[src/rtl/idiv_pkg.sv]
package idiv_pkg;
    localparam int unsigned OPSEL_W   = 6;
    localparam logic [5:0]  OPC_UDIV  = 6'h24;
    localparam logic [5:0]  OPC_SDIV  = 6'h25;

    typedef enum logic {
        MODE_UNSIGNED = 1'b0,
        MODE_SIGNED   = 1'b1
    } div_mode_e;
endpackage

[src/rtl/idiv_prep.sv]
// Reduces operands to magnitudes and records the quotient sign.
module idiv_prep #(
    parameter int unsigned W = 32
) (
    input  idiv_pkg::div_mode_e mode_i,
    input  logic [W-1:0]        dvd_i,
    input  logic [W-1:0]        dvs_i,
    output logic [W-1:0]        dvd_mag_o,
    output logic [W-1:0]        dvs_mag_o,
    output logic                neg_o
);
    logic sgn;
    assign sgn       = (mode_i == idiv_pkg::MODE_SIGNED);
    assign dvd_mag_o = (sgn && dvd_i[W-1]) ? (~dvd_i + 1'b1) : dvd_i;
    assign dvs_mag_o = (sgn && dvs_i[W-1]) ? (~dvs_i + 1'b1) : dvs_i;
    assign neg_o     = sgn && (dvd_i[W-1] ^ dvs_i[W-1]);
endmodule

[src/rtl/idiv_step.sv]
// One restoring iteration: shift {rem, acc} left, try to subtract divisor.
module idiv_step #(
    parameter int unsigned W = 32
) (
    input  logic [W-1:0] rem_i,
    input  logic [W-1:0] acc_i,
    input  logic [W-1:0] dvs_i,
    output logic [W-1:0] rem_o,
    output logic [W-1:0] acc_o
);
    logic [W:0] shifted;
    logic [W:0] diff;
    logic       fits;

    assign shifted = {rem_i, acc_i[W-1]};
    assign fits    = shifted >= {1'b0, dvs_i};
    assign diff    = shifted - {1'b0, dvs_i};
    assign rem_o   = fits ? diff[W-1:0] : shifted[W-1:0];
    assign acc_o   = {acc_i[W-2:0], fits};
endmodule

[src/rtl/idiv_fix.sv]
// Applies the recorded sign to the unsigned quotient.
module idiv_fix #(
    parameter int unsigned W = 32
) (
    input  logic         neg_i,
    input  logic [W-1:0] mag_i,
    output logic [W-1:0] quo_o
);
    assign quo_o = neg_i ? (~mag_i + 1'b1) : mag_i;
endmodule

[src/rtl/idiv_seq.sv]
module idiv_seq #(
    parameter int unsigned W       = 32,
    parameter int unsigned OPSEL_W = idiv_pkg::OPSEL_W
) (
    input  logic               clk,
    input  logic               rst_n,
    input  logic               start_i,
    input  logic [OPSEL_W-1:0] op_sel_i,
    input  logic [W-1:0]       dvd_i,
    input  logic [W-1:0]       dvs_i,
    output logic               busy_o,
    output logic               done_o,
    output logic [W-1:0]       quo_o
);
    import idiv_pkg::*;

    localparam int unsigned CNT_W = (W > 1) ? $clog2(W) : 1;
    localparam logic [CNT_W-1:0] LAST_STEP = CNT_W'(W - 1);

    typedef struct packed {
        logic             busy;
        logic             done;
        logic             neg;
        logic [CNT_W-1:0] cnt;
        logic [W-1:0]     rem;
        logic [W-1:0]     acc;
        logic [W-1:0]     dvs;
        logic [W-1:0]     quo;
    } state_t;

    state_t    st_d, st_q;
    div_mode_e mode;
    logic [W-1:0] dvd_mag, dvs_mag, rem_nx, acc_nx, quo_fixed;
    logic         neg_in;

    assign mode = (op_sel_i == OPSEL_W'(OPC_SDIV)) ? MODE_SIGNED : MODE_UNSIGNED;

    idiv_prep #(.W(W)) u_prep (
        .mode_i    (mode),
        .dvd_i     (dvd_i),
        .dvs_i     (dvs_i),
        .dvd_mag_o (dvd_mag),
        .dvs_mag_o (dvs_mag),
        .neg_o     (neg_in)
    );

    idiv_step #(.W(W)) u_step (
        .rem_i (st_q.rem),
        .acc_i (st_q.acc),
        .dvs_i (st_q.dvs),
        .rem_o (rem_nx),
        .acc_o (acc_nx)
    );

    idiv_fix #(.W(W)) u_fix (
        .neg_i (st_q.neg),
        .mag_i (acc_nx),
        .quo_o (quo_fixed)
    );

    always_comb begin
        st_d      = st_q;
        st_d.done = 1'b0;
        if (st_q.busy) begin
            st_d.rem = rem_nx;
            st_d.acc = acc_nx;
            if (st_q.cnt == LAST_STEP) begin
                st_d.busy = 1'b0;
                st_d.done = 1'b1;
                st_d.quo  = quo_fixed;
            end else begin
                st_d.cnt = st_q.cnt + 1'b1;
            end
        end else if (start_i) begin
            st_d.busy = 1'b1;
            st_d.cnt  = '0;
            st_d.rem  = '0;
            st_d.acc  = dvd_mag;
            st_d.dvs  = dvs_mag;
            st_d.neg  = neg_in;
        end
    end

    always_ff @(posedge clk) begin
        if (!rst_n) st_q <= '0;
        else        st_q <= st_d;
    end

    assign busy_o = st_q.busy;
    assign done_o = st_q.done;
    assign quo_o  = st_q.quo;


    busy_done_excl_chk: assert property (@(posedge clk) disable iff (!rst_n)
        !(busy_o && done_o));

    done_pulse_chk: assert property (@(posedge clk) disable iff (!rst_n)
        done_o |=> !done_o);

    done_after_busy_chk: assert property (@(posedge clk) disable iff (!rst_n)
        done_o |-> $past(busy_o));

    quo_hold_chk: assert property (@(posedge clk) disable iff (!rst_n)
        !done_o |-> $stable(quo_o));

    ignore_start_chk: assert property (@(posedge clk) disable iff (!rst_n)
        (busy_o && start_i && st_q.cnt != LAST_STEP) |=> (busy_o && $stable(st_q.dvs)));

    rem_below_dvs_chk: assert property (@(posedge clk) disable iff (!rst_n)
        (busy_o && st_q.dvs != '0) |-> (st_q.rem < st_q.dvs));
endmodule

[config.mk]
export PLATFORM = sky130hd
export DESIGN_NAME = idiv_seq
export DESIGN_NICKNAME = d
export VERILOG_FILES = /design/src/rtl/idiv_pkg.sv /design/src/rtl/idiv_prep.sv /design/src/rtl/idiv_step.sv /design/src/rtl/idiv_fix.sv /design/src/rtl/idiv_seq.sv
export SDC_FILE = /design/constraint.sdc
export NUM_CORES = 1
export LEC_CHECK = 0
export BUFFER_PORTS_ARGS = -buffer_cell sky130_fd_sc_hd__buf_2
export CAP_MARGIN = 0
export CORE_ASPECT_RATIO = 0.8
export CORE_MARGIN = 1
export CORE_UTILIZATION = 59
export CTS_BUF_LIST = sky130_fd_sc_hd__clkbuf_16
export DETAILED_ROUTE_END_ITERATION = 12
export GPL_TIMING_DRIVEN = 0
export MAX_ROUTING_LAYER = met4
export PLACE_DENSITY = 0.8
export SYNTH_ARGS = -nofsm -noshare
export SYNTH_HDL_FRONTEND = slang
export SYNTH_SLANG_ARGS = --single-unit
[constraint.sdc]
create_clock -name clk -period 7.44 [get_ports clk]
set_input_delay 0.372 -clock clk [delete_from_list [all_inputs] [get_ports clk]]
set_output_delay 0.372 -clock clk [all_outputs]
set_load 0.02 [all_outputs]
==> impl_table.tex, run 1 <==
\begin{tabular}{lr}
\hline
Metric & Value \\
\hline
\multicolumn{2}{l}{\textbf{Status}} \\
Outcome & complete, no violations \\
\multicolumn{2}{l}{\textbf{Drt}} \\
Highest layer used for signal routing & met4 \\
DRC errors left & 0 \\
Number of nets still failing antenna checks after routing & 0 \\
Starting DRT DRC Count & 1313 \\
Post-route met1 wirelength & 14.2 mm \\
Wire length after detailed routing & 30.9 mm \\
Total vias in the final route & 10500 \\
Sum of met2 wire segment lengths after detailed routing & 12.1 mm \\
Met3 routed wirelength & 4.04 mm \\
First-pass detailed-route iteration total & 6 \\
Via-to-Cell Ratio & 6.40 \\
Avg WL per Cell & 18.9 um \\
\multicolumn{2}{l}{\textbf{Power}} \\
Switching share of power & 36.7\% \\
Switching component of the power & 0.925 mW \\
Pwr per Cell Area & 228 nW/um\^{}2 \\
Static Leak & 4.38 nW \\
Combinational power share & 32.7\% \\
Power after layout & 2.52 mW \\
Power share of the sequential group & 32.8\% \\
Share of power burned in the clock network & 34.5\% \\
Internal power contribution & 1.60 mW \\
VDD IR max & 0.156 mV \\
\multicolumn{2}{l}{\textbf{Finish}} \\
Layout net count & 1518 \\
Most common cell after layout, fill and taps aside & dfxtp\_1 \\
Post-route insts no fill & 1635 \\
Post-Route Utilization & 69.5\% \\
Syn-to-layout area delta & 14.5\% \\
Fraction of final layout cells with drive strength greater than 1 & 13.9\% \\
Diode count & 0 \\
Commonest cells after routing, fill and taps aside & 136 x dfxtp\_1, 133 x nor2\_1, 106 x buf\_2 \\
\multicolumn{2}{l}{\textbf{Placement}} \\
Last weighted congestion value of the routability-driven placer & 0.984 \\
Final HPWL DP & 23.5 mm \\
Number of cells after detailed placement & 1603 \\
PortBufs & 105 \\
Setup WS pre-CTS & 1.73 ns \\
\multicolumn{2}{l}{\textbf{Synth}} \\
Number of enable flip-flop cells after synthesis & 0 \\
Synthesized netlist cell count & 1283 \\
Number of storage elements in the synthesis netlist & 136 \\
Area of the mapped netlist & 9650 um\^{}2 \\
Count of yosys warnings during synthesis & 0 \\
Synthesized Nets & 1394 \\
Async set-or-reset flop fraction in the synthesized netlist & 0\% \\
Most used flip-flop cell after synthesis & dfxtp\_1 \\
Sequential share of the synthesized area & 28.2\% \\
Syn Area/Cell & 7.52 um\^{}2 \\
Number of unique standard cell types used by synthesis & 72 \\
\multicolumn{2}{l}{\textbf{Setup path}} \\
Startpoint types & register \\
Critical path type & reg2reg \\
Type of destination of the critical path & register \\
Critical path's largest stage delay & 0.70 ns \\
Arrival time of the worst setup path & 6.13 ns \\
Chain of cells forming the critical path & inv\_1 > ha\_1 > nor2b\_1 > o31ai\_1 > a21oi\_1 > o211ai\_1 > a31oi\_1 > o211a\_1 > nor2\_1 > clkbuf\_1 > ha\_1 > nor2b\_1 > nand3\_1 > or2\_2 > o31ai\_1 > xor2\_1 > a21oi\_1 \\
Crit path max fanout & 10 \\
Critical path's slowest cell & nor2\_1 \\
WP data required & 7.73 ns \\
Register-to-register setup slack & 1.60 ns \\
\multicolumn{2}{l}{\textbf{Clock tree}} \\
Post-CTS Hold Fix Bufs & 0 \\
Number of gates resized after cts & 0 \\
Num CTS Buffers & 17 \\
Clock-pin slew on the worst setup and hold paths & 0.06 ns \\
Total number of H-tree levels & 4 \\
Clock buffer depth & 2 \\
Post-CTS Setup Inserts & 0 \\
Number of sinks handled by clock tree synthesis & 136 \\
Clk\_lat worst skew & 0.43 ns \\
TritonCTS clock tree & yes \\
Root buffer selected by CTS & clkbuf\_16 \\
\multicolumn{2}{l}{\textbf{STA}} \\
Total of endpoints with negative setup slack in the final report & 0 \\
FMAX & 171 MHz \\
Period Utilization, post-route & 78.5\% \\
Final setup slack of the worst path & 1.60 ns \\
Tmin final & 5.84 ns \\
Setup TNS Final & 0 ns \\
Fin Clk Skew & 0.00851 ns \\
Worst slew margin relative to its limit & 39.4\% \\
Total count of hold-check failures in the final report & 0 \\
Setup repair after global routing missed its margin & false \\
Slew of the pin with the lowest slew margin & 0.898 ns \\
Final max-slew violation count & 0 \\
\multicolumn{2}{l}{\textbf{Die}} \\
Height of the die & 116 um \\
Core Area & 15900 um\^{}2 \\
Number of rows in the core area & 41 \\
Initial standard-cell utilization of the core & 60.7\% \\
Overall die width & 145 um \\
Boundary pin count & 107 \\
Overall die area & 16900 um\^{}2 \\
\multicolumn{2}{l}{\textbf{Global routing}} \\
Global-route total usage across every layer & 37.8\% \\
Wire length of the first global-routing pass & 48.8 mm \\
Antenna violations before repair & 0 \\
Largest net degree at the start of global routing & 17 \\
Total congestion overflow after global routing & 0 \\
Vias in the first global route & 9167 \\
\multicolumn{2}{l}{\textbf{Min path}} \\
Worst hold-check path type & in2reg \\
\multicolumn{2}{l}{\textbf{Flow run}} \\
Maximum Capacitance Violations & 0 \\
\hline
\end{tabular}
metal layers:
layer / up-vias / global-route usage, %
li1: 4954 / -
met1: 4784 / 54.3
met4: 0 / 10.7
met2: 660 / 50.8
met5: - / -
met3: 59 / 10.2
state kept, by name (all words and copies together), names as in the netlist:
| register | count |
|---|---|
| st_q | 102 |
| quo_o | 32 |
| busy_o | 1 |
| done_o | 1 |
power groups by stage:
| stage | sequential, mW | clock (mW) | combinational (mW) |
|---|---|---|---|
| final | 0.827 | 0.870 | 0.824 |
| after global routing | 0.831 | 0.890 | 0.896 |
| after CTS | 0.823 | 0.860 | 0.793 |
| after detailed placement | 0.838 | 0 | 0.784 |
| after global placement | 0.836 | 0 | 0.776 |
| after floorplan | 0.819 | 0 | 0.568 |
synth_stat cells, types with 3 or more instances:
cell,n,area share (%)
a21o_1,10,0.78
or4_1,15,1.2
dfxtp_1,136,28
a31oi_1,6,0.39
nand3_1,44,2.3
nand2b_1,9,0.58
ha_1,37,4.8
xor2_1,53,4.8
o211ai_1,21,1.6
o41ai_1,10,0.91
a311oi_1,15,1.4
nor2_1,133,5.2
a31o_2,8,0.73
o311ai_0,7,0.64
o31ai_1,26,2.0
a41oi_1,7,0.64
or3_1,31,2.0
clkbuf_1,78,3.0
and2_1,12,0.78
a32o_1,7,0.73
o21bai_1,3,0.23
nand2_1,92,3.6
mux2i_1,3,0.31
a211oi_1,57,4.4
nor3_1,38,2.0
a21oi_1,98,5.1
or2_2,6,0.39
nor4_1,11,0.71
inv_1,49,1.9
xnor2_1,30,2.7
a32oi_1,3,0.27
and3_1,19,1.2
and4_1,7,0.64
o21ai_0,72,3.7
nor3b_1,4,0.31
o2111ai_1,3,0.27
buf_1,6,0.23
o21a_1,3,0.23
nand4_1,29,1.9
or4_4,4,0.47
buf_4,32,2.5
nor2b_1,8,0.52
a22oi_1,3,0.23
stage by stage:
stage	hold slack, ns	instance area, um^2
5_1_grt	0.284	11100
6_report	0.250	11100
2_1_floorplan	0.432	9650
3_3_place_gp	0.441	10400
3_5_place_dp	0.449	10400
4_1_cts	0.245	11000
worst max-delay path: cells and delay by family, from the launching register on:
kind                     cells  cell delay (ns)
XOR/XNOR                     1             0.21
adder cells (fa/ha/maj)      2             0.64
flip-flops                   1             0.41
AO/OA/AOI/OAI                7             2.10
AND/OR/NAND/NOR              5             1.71
buffers and inverters        2             0.62
kinds of logic (layout without fill, tap and decap cells):
family | count (synthesis) | after routing | synth area share (%)
DFF | 136 | 136 | 28.2
AOI/OAI and AO/OA | 376 | 376 | 25.9
adders and majority gates | 38 | 38 | 5.00
buffers and inverters | 170 | 307 | 7.96
xor gates and xnor gates | 83 | 83 | 7.53
muxes | 3 | 3 | 0.311
and+or+nand+nor | 477 | 477 | 25.1
final timing paths:
check	start	to	depth (start not counted)
min reg2reg	st_q[50]	st_q[50]	2
max	st_q[33]	quo_o[28]	17
max reg2reg	st_q[33]	quo_o[28]	17
min	dvs_i[1]	st_q[33]	3
final cells by class:
type / count / area (um^2)
buffer: 119 / 577
clock buffer: 17 / 425
clock inverter: 15 / 175
fill: 1350 / 4850
inverter: 51 / 191
multi-input combinational: 977 / 6170
sequential: 136 / 2720
tap: 215 / 269
timing repair buffer: 105 / 526
Power figures use the tool's default switching activity.
==> run 2, diff against run 1 <==
--- a/config.mk
+++ b/config.mk
@@ -9,12 +9,12 @@
 export CAP_MARGIN = 0
 export CORE_ASPECT_RATIO = 0.8
 export CORE_MARGIN = 1
-export CORE_UTILIZATION = 59
+export CORE_UTILIZATION = 54
 export CTS_BUF_LIST = sky130_fd_sc_hd__clkbuf_16
 export DETAILED_ROUTE_END_ITERATION = 12
 export GPL_TIMING_DRIVEN = 0
 export MAX_ROUTING_LAYER = met4
-export PLACE_DENSITY = 0.8
+export PLACE_DENSITY = 0.77
 export SYNTH_ARGS = -nofsm -noshare
 export SYNTH_HDL_FRONTEND = slang
 export SYNTH_SLANG_ARGS = --single-unit
==> constraint.sdc (replaced) <==
create_clock -name clk -period 4.82 [get_ports clk]
set_input_delay 0.241 -clock clk [delete_from_list [all_inputs] [get_ports clk]]
set_output_delay 0.241 -clock clk [all_outputs]
set_load 0.02 [all_outputs]
==> run 2 against run 1 <==
Compared with the run above:
- sequential cell count stayed put
- largest power group is now combinational logic
- die area grew 9.1%
- critical path type unchanged
- highest routed layer unchanged
- largest cell class unchanged
- final cell count increased by 0.73%
- utilization fell by 5.9 points
==> impl_table.tex, run 2 (synthesis gave the netlist of run 1 again) <==
\begin{tabular}{lr}
\hline
Metric & Value \\
\hline
\multicolumn{2}{l}{\textbf{Status}} \\
Outcome & complete, no violations \\
\multicolumn{2}{l}{\textbf{Drt}} \\
Total vias in the final route & 10500 (+0.038\%) \\
Wire length after detailed routing & 31.0 mm (+0.45\%) \\
Avg WL per Cell & 18.8 um (-0.28\%) \\
Via-to-Cell Ratio & 6.35 (-0.69\%) \\
First-pass detailed-route iteration total & 5 (-1) \\
Number of nets still failing antenna checks after routing & 0 (unchanged) \\
Starting DRT DRC Count & 1514 (+15\%) \\
DRC errors left & 0 (unchanged) \\
\multicolumn{2}{l}{\textbf{Placement}} \\
Number of cells after detailed placement & 1613 (+0.62\%) \\
Last weighted congestion value of the routability-driven placer & 0.994 (+0.98\%) \\
PortBufs & 105 (unchanged) \\
Final HPWL DP & 23.6 mm (+0.27\%) \\
Setup WS pre-CTS & -1.08 ns (-2.81 ns) \\
Area of placed instances & 10500 um\^{}2 (+0.12\%) \\
\multicolumn{2}{l}{\textbf{Clock tree}} \\
Clock-pin slew on the worst setup and hold paths & 0.06 ns (about the same) \\
Total number of H-tree levels & 4 (unchanged) \\
TritonCTS clock tree & yes \\
Num CTS Buffers & 17 (unchanged) \\
Post-CTS Hold Fix Bufs & 0 (unchanged) \\
Clk\_lat worst skew & 0.44 ns (about the same) \\
Root buffer selected by CTS & clkbuf\_16 \\
Number of sinks handled by clock tree synthesis & 136 (unchanged) \\
Clock buffer depth & 2 (unchanged) \\
\multicolumn{2}{l}{\textbf{STA}} \\
Total count of hold-check failures in the final report & 0 (unchanged) \\
Final max-slew violation count & 0 (unchanged) \\
Final setup slack of the worst path & 0.248 ns (-1.35 ns) \\
Period Utilization, post-route & 94.9\% (+16 points) \\
Worst hold margin & 0.112 ns (-0.138 ns) \\
Total of endpoints with negative setup slack in the final report & 0 (unchanged) \\
Setup repair after global routing missed its margin & false \\
Setup TNS Final & 0 ns (unchanged) \\
Slew of the pin with the lowest slew margin & 1.29 ns (+0.389 ns) \\
Fin Clk Skew & 0.0114 ns (+0.00286 ns) \\
FMAX & 219 MHz (+28\%) \\
Tmin final & 4.57 ns (-1.27 ns) \\
Worst slew margin relative to its limit & 13.7\% (-26 points) \\
\multicolumn{2}{l}{\textbf{Global routing}} \\
Total congestion overflow after global routing & 0 (unchanged) \\
Antenna violations before repair & 0 (unchanged) \\
Vias in the first global route & 8950 (-2.4\%) \\
Global-route total usage across every layer & 35.1\% (-2.7 points) \\
Wire length of the first global-routing pass & 48.1 mm (-1.4\%) \\
Largest net degree at the start of global routing & 17 (unchanged) \\
\multicolumn{2}{l}{\textbf{Finish}} \\
Diode count & 0 (unchanged) \\
Final-layout fill cell count & 1614 (+20\%) \\
Fraction of final layout cells with drive strength greater than 1 & 14.3\% (+0.40 points) \\
Syn-to-layout area delta & 14.8\% \\
Layout net count & 1520 (+0.13\%) \\
Post-Route Utilization & 63.6\% (-5.9 points) \\
Final instance area & 11100 um\^{}2 (+0.26\%) \\
Commonest cells after routing, fill and taps aside & 136 x dfxtp\_1, 132 x nor2\_1, 106 x buf\_2 \\
Register with the most flip-flops & st\_q \\
Flip-flop count of the largest register after layout & 102 (unchanged) \\
Post-route insts no fill & 1647 (+0.73\%) \\
Most common cell after layout, fill and taps aside & dfxtp\_1 \\
\multicolumn{2}{l}{\textbf{Setup path}} \\
Startpoint types & register \\
Register-to-register setup slack & 0.25 ns (-1.35 ns) \\
Arrival time of the worst setup path & 4.87 ns (-1.26 ns) \\
Worst setup endpoint & quo\_o[28] \\
Reg-to-reg critical path startpoint & st\_q[33] \\
Critical path type & reg2reg \\
Critical Path Start & st\_q[33] \\
Type of destination of the critical path & register \\
Crit path max fanout & 10 (unchanged) \\
End of the worst register-to-register path & quo\_o[28] \\
WP data required & 5.12 ns (-2.61 ns) \\
Length in cells of the worst reg-to-reg path & 18 (+1) \\
\multicolumn{2}{l}{\textbf{Die}} \\
Core Area & 17400 um\^{}2 (+9.6\%) \\
Overall die area & 18400 um\^{}2 (+9.1\%) \\
Overall die width & 151 um (+4.5\%) \\
Number of rows in the core area & 43 (+4.9\%) \\
Height of the die & 122 um (+4.5\%) \\
Initial standard-cell utilization of the core & 55.4\% (-5.3 points) \\
Boundary pin count & 107 (unchanged) \\
\multicolumn{2}{l}{\textbf{Flow run}} \\
Maximum Capacitance Violations & 0 (unchanged) \\
\multicolumn{2}{l}{\textbf{Min path}} \\
Hold path cells & 3 (unchanged) \\
Worst hold-check path type & in2reg \\
\multicolumn{2}{l}{\textbf{Power}} \\
Power after layout & 3.85 mW (+53\%) \\
Static Leak & 4.39 nW (+0.18\%) \\
Pwr per Cell Area & 348 nW/um\^{}2 (+52\%) \\
VDD IR max & 0.205 mV (+32\%) \\
\hline
\end{tabular}
-- run 2: final cells by class --
class / instances / area (um^2) / area share, %
buffer: 119 / 581 / 5.24
clock buffer: 17 / 425 / 3.84
clock inverter: 15 / 138 / 1.24
inverter: 51 / 191 / 1.73
multi-input combinational: 977 / 6200 / 56.0
sequential: 136 / 2720 / 24.6
tap: 225 / 282 / 2.54
timing repair buffer: 107 / 541 / 4.88
-- run 2: layer usage --
metal  global-route usage, %  wire, um  up-vias
met2                    44.9     12200      593
li1                        -         -     4970
met5                       -         0        -
met1                    53.7     15100     4855
met3                    7.94      3330       43
met4                    8.88       420        0
-- run 2: worst min path at each step --
| stage | from | endpoint |
|---|---|---|
| global route | dvs_i[17] | st_q[49] |
| finish | dvs_i[1] | st_q[33] |
| floorplan | dvs_i[0] | st_q[32] |
| global placement | st_q[50] | st_q[50] |
| detailed placement | st_q[61] | st_q[61] |
| CTS | dvs_i[1] | st_q[33] |
-- run 2: report_power, final --
part,switching [mW],leakage (nW),internal [mW]
logic,0.837,3.00,0.471
registers,0.0775,1.11,1.20
clock network,0.553,0.277,0.717
-- run 2: timing repair --
item | CTS | global route
pin swaps | 1 | 1
buffers inserted | 1 | 1
endpoints found under the setup margin | 15 | 4
gates resized for setup | 6 | 3
-- run 2: critical path: stages, from the launching register on --
cell	delay, ns
dfxtp_1	0.42
inv_1	0.08
ha_1	0.31
nor2b_1	0.18
o31ai_4	0.28
a21oi_1	0.18
o211ai_1	0.20
buf_4	0.16
a31oi_4	0.16
o211a_1	0.35
nor2_4	0.15
clkbuf_4	0.27
ha_1	0.26
nor2b_1	0.23
nand3_1	0.21
or2_2	0.41
o31ai_1	0.24
xor2_1	0.23
a21oi_1	0.10
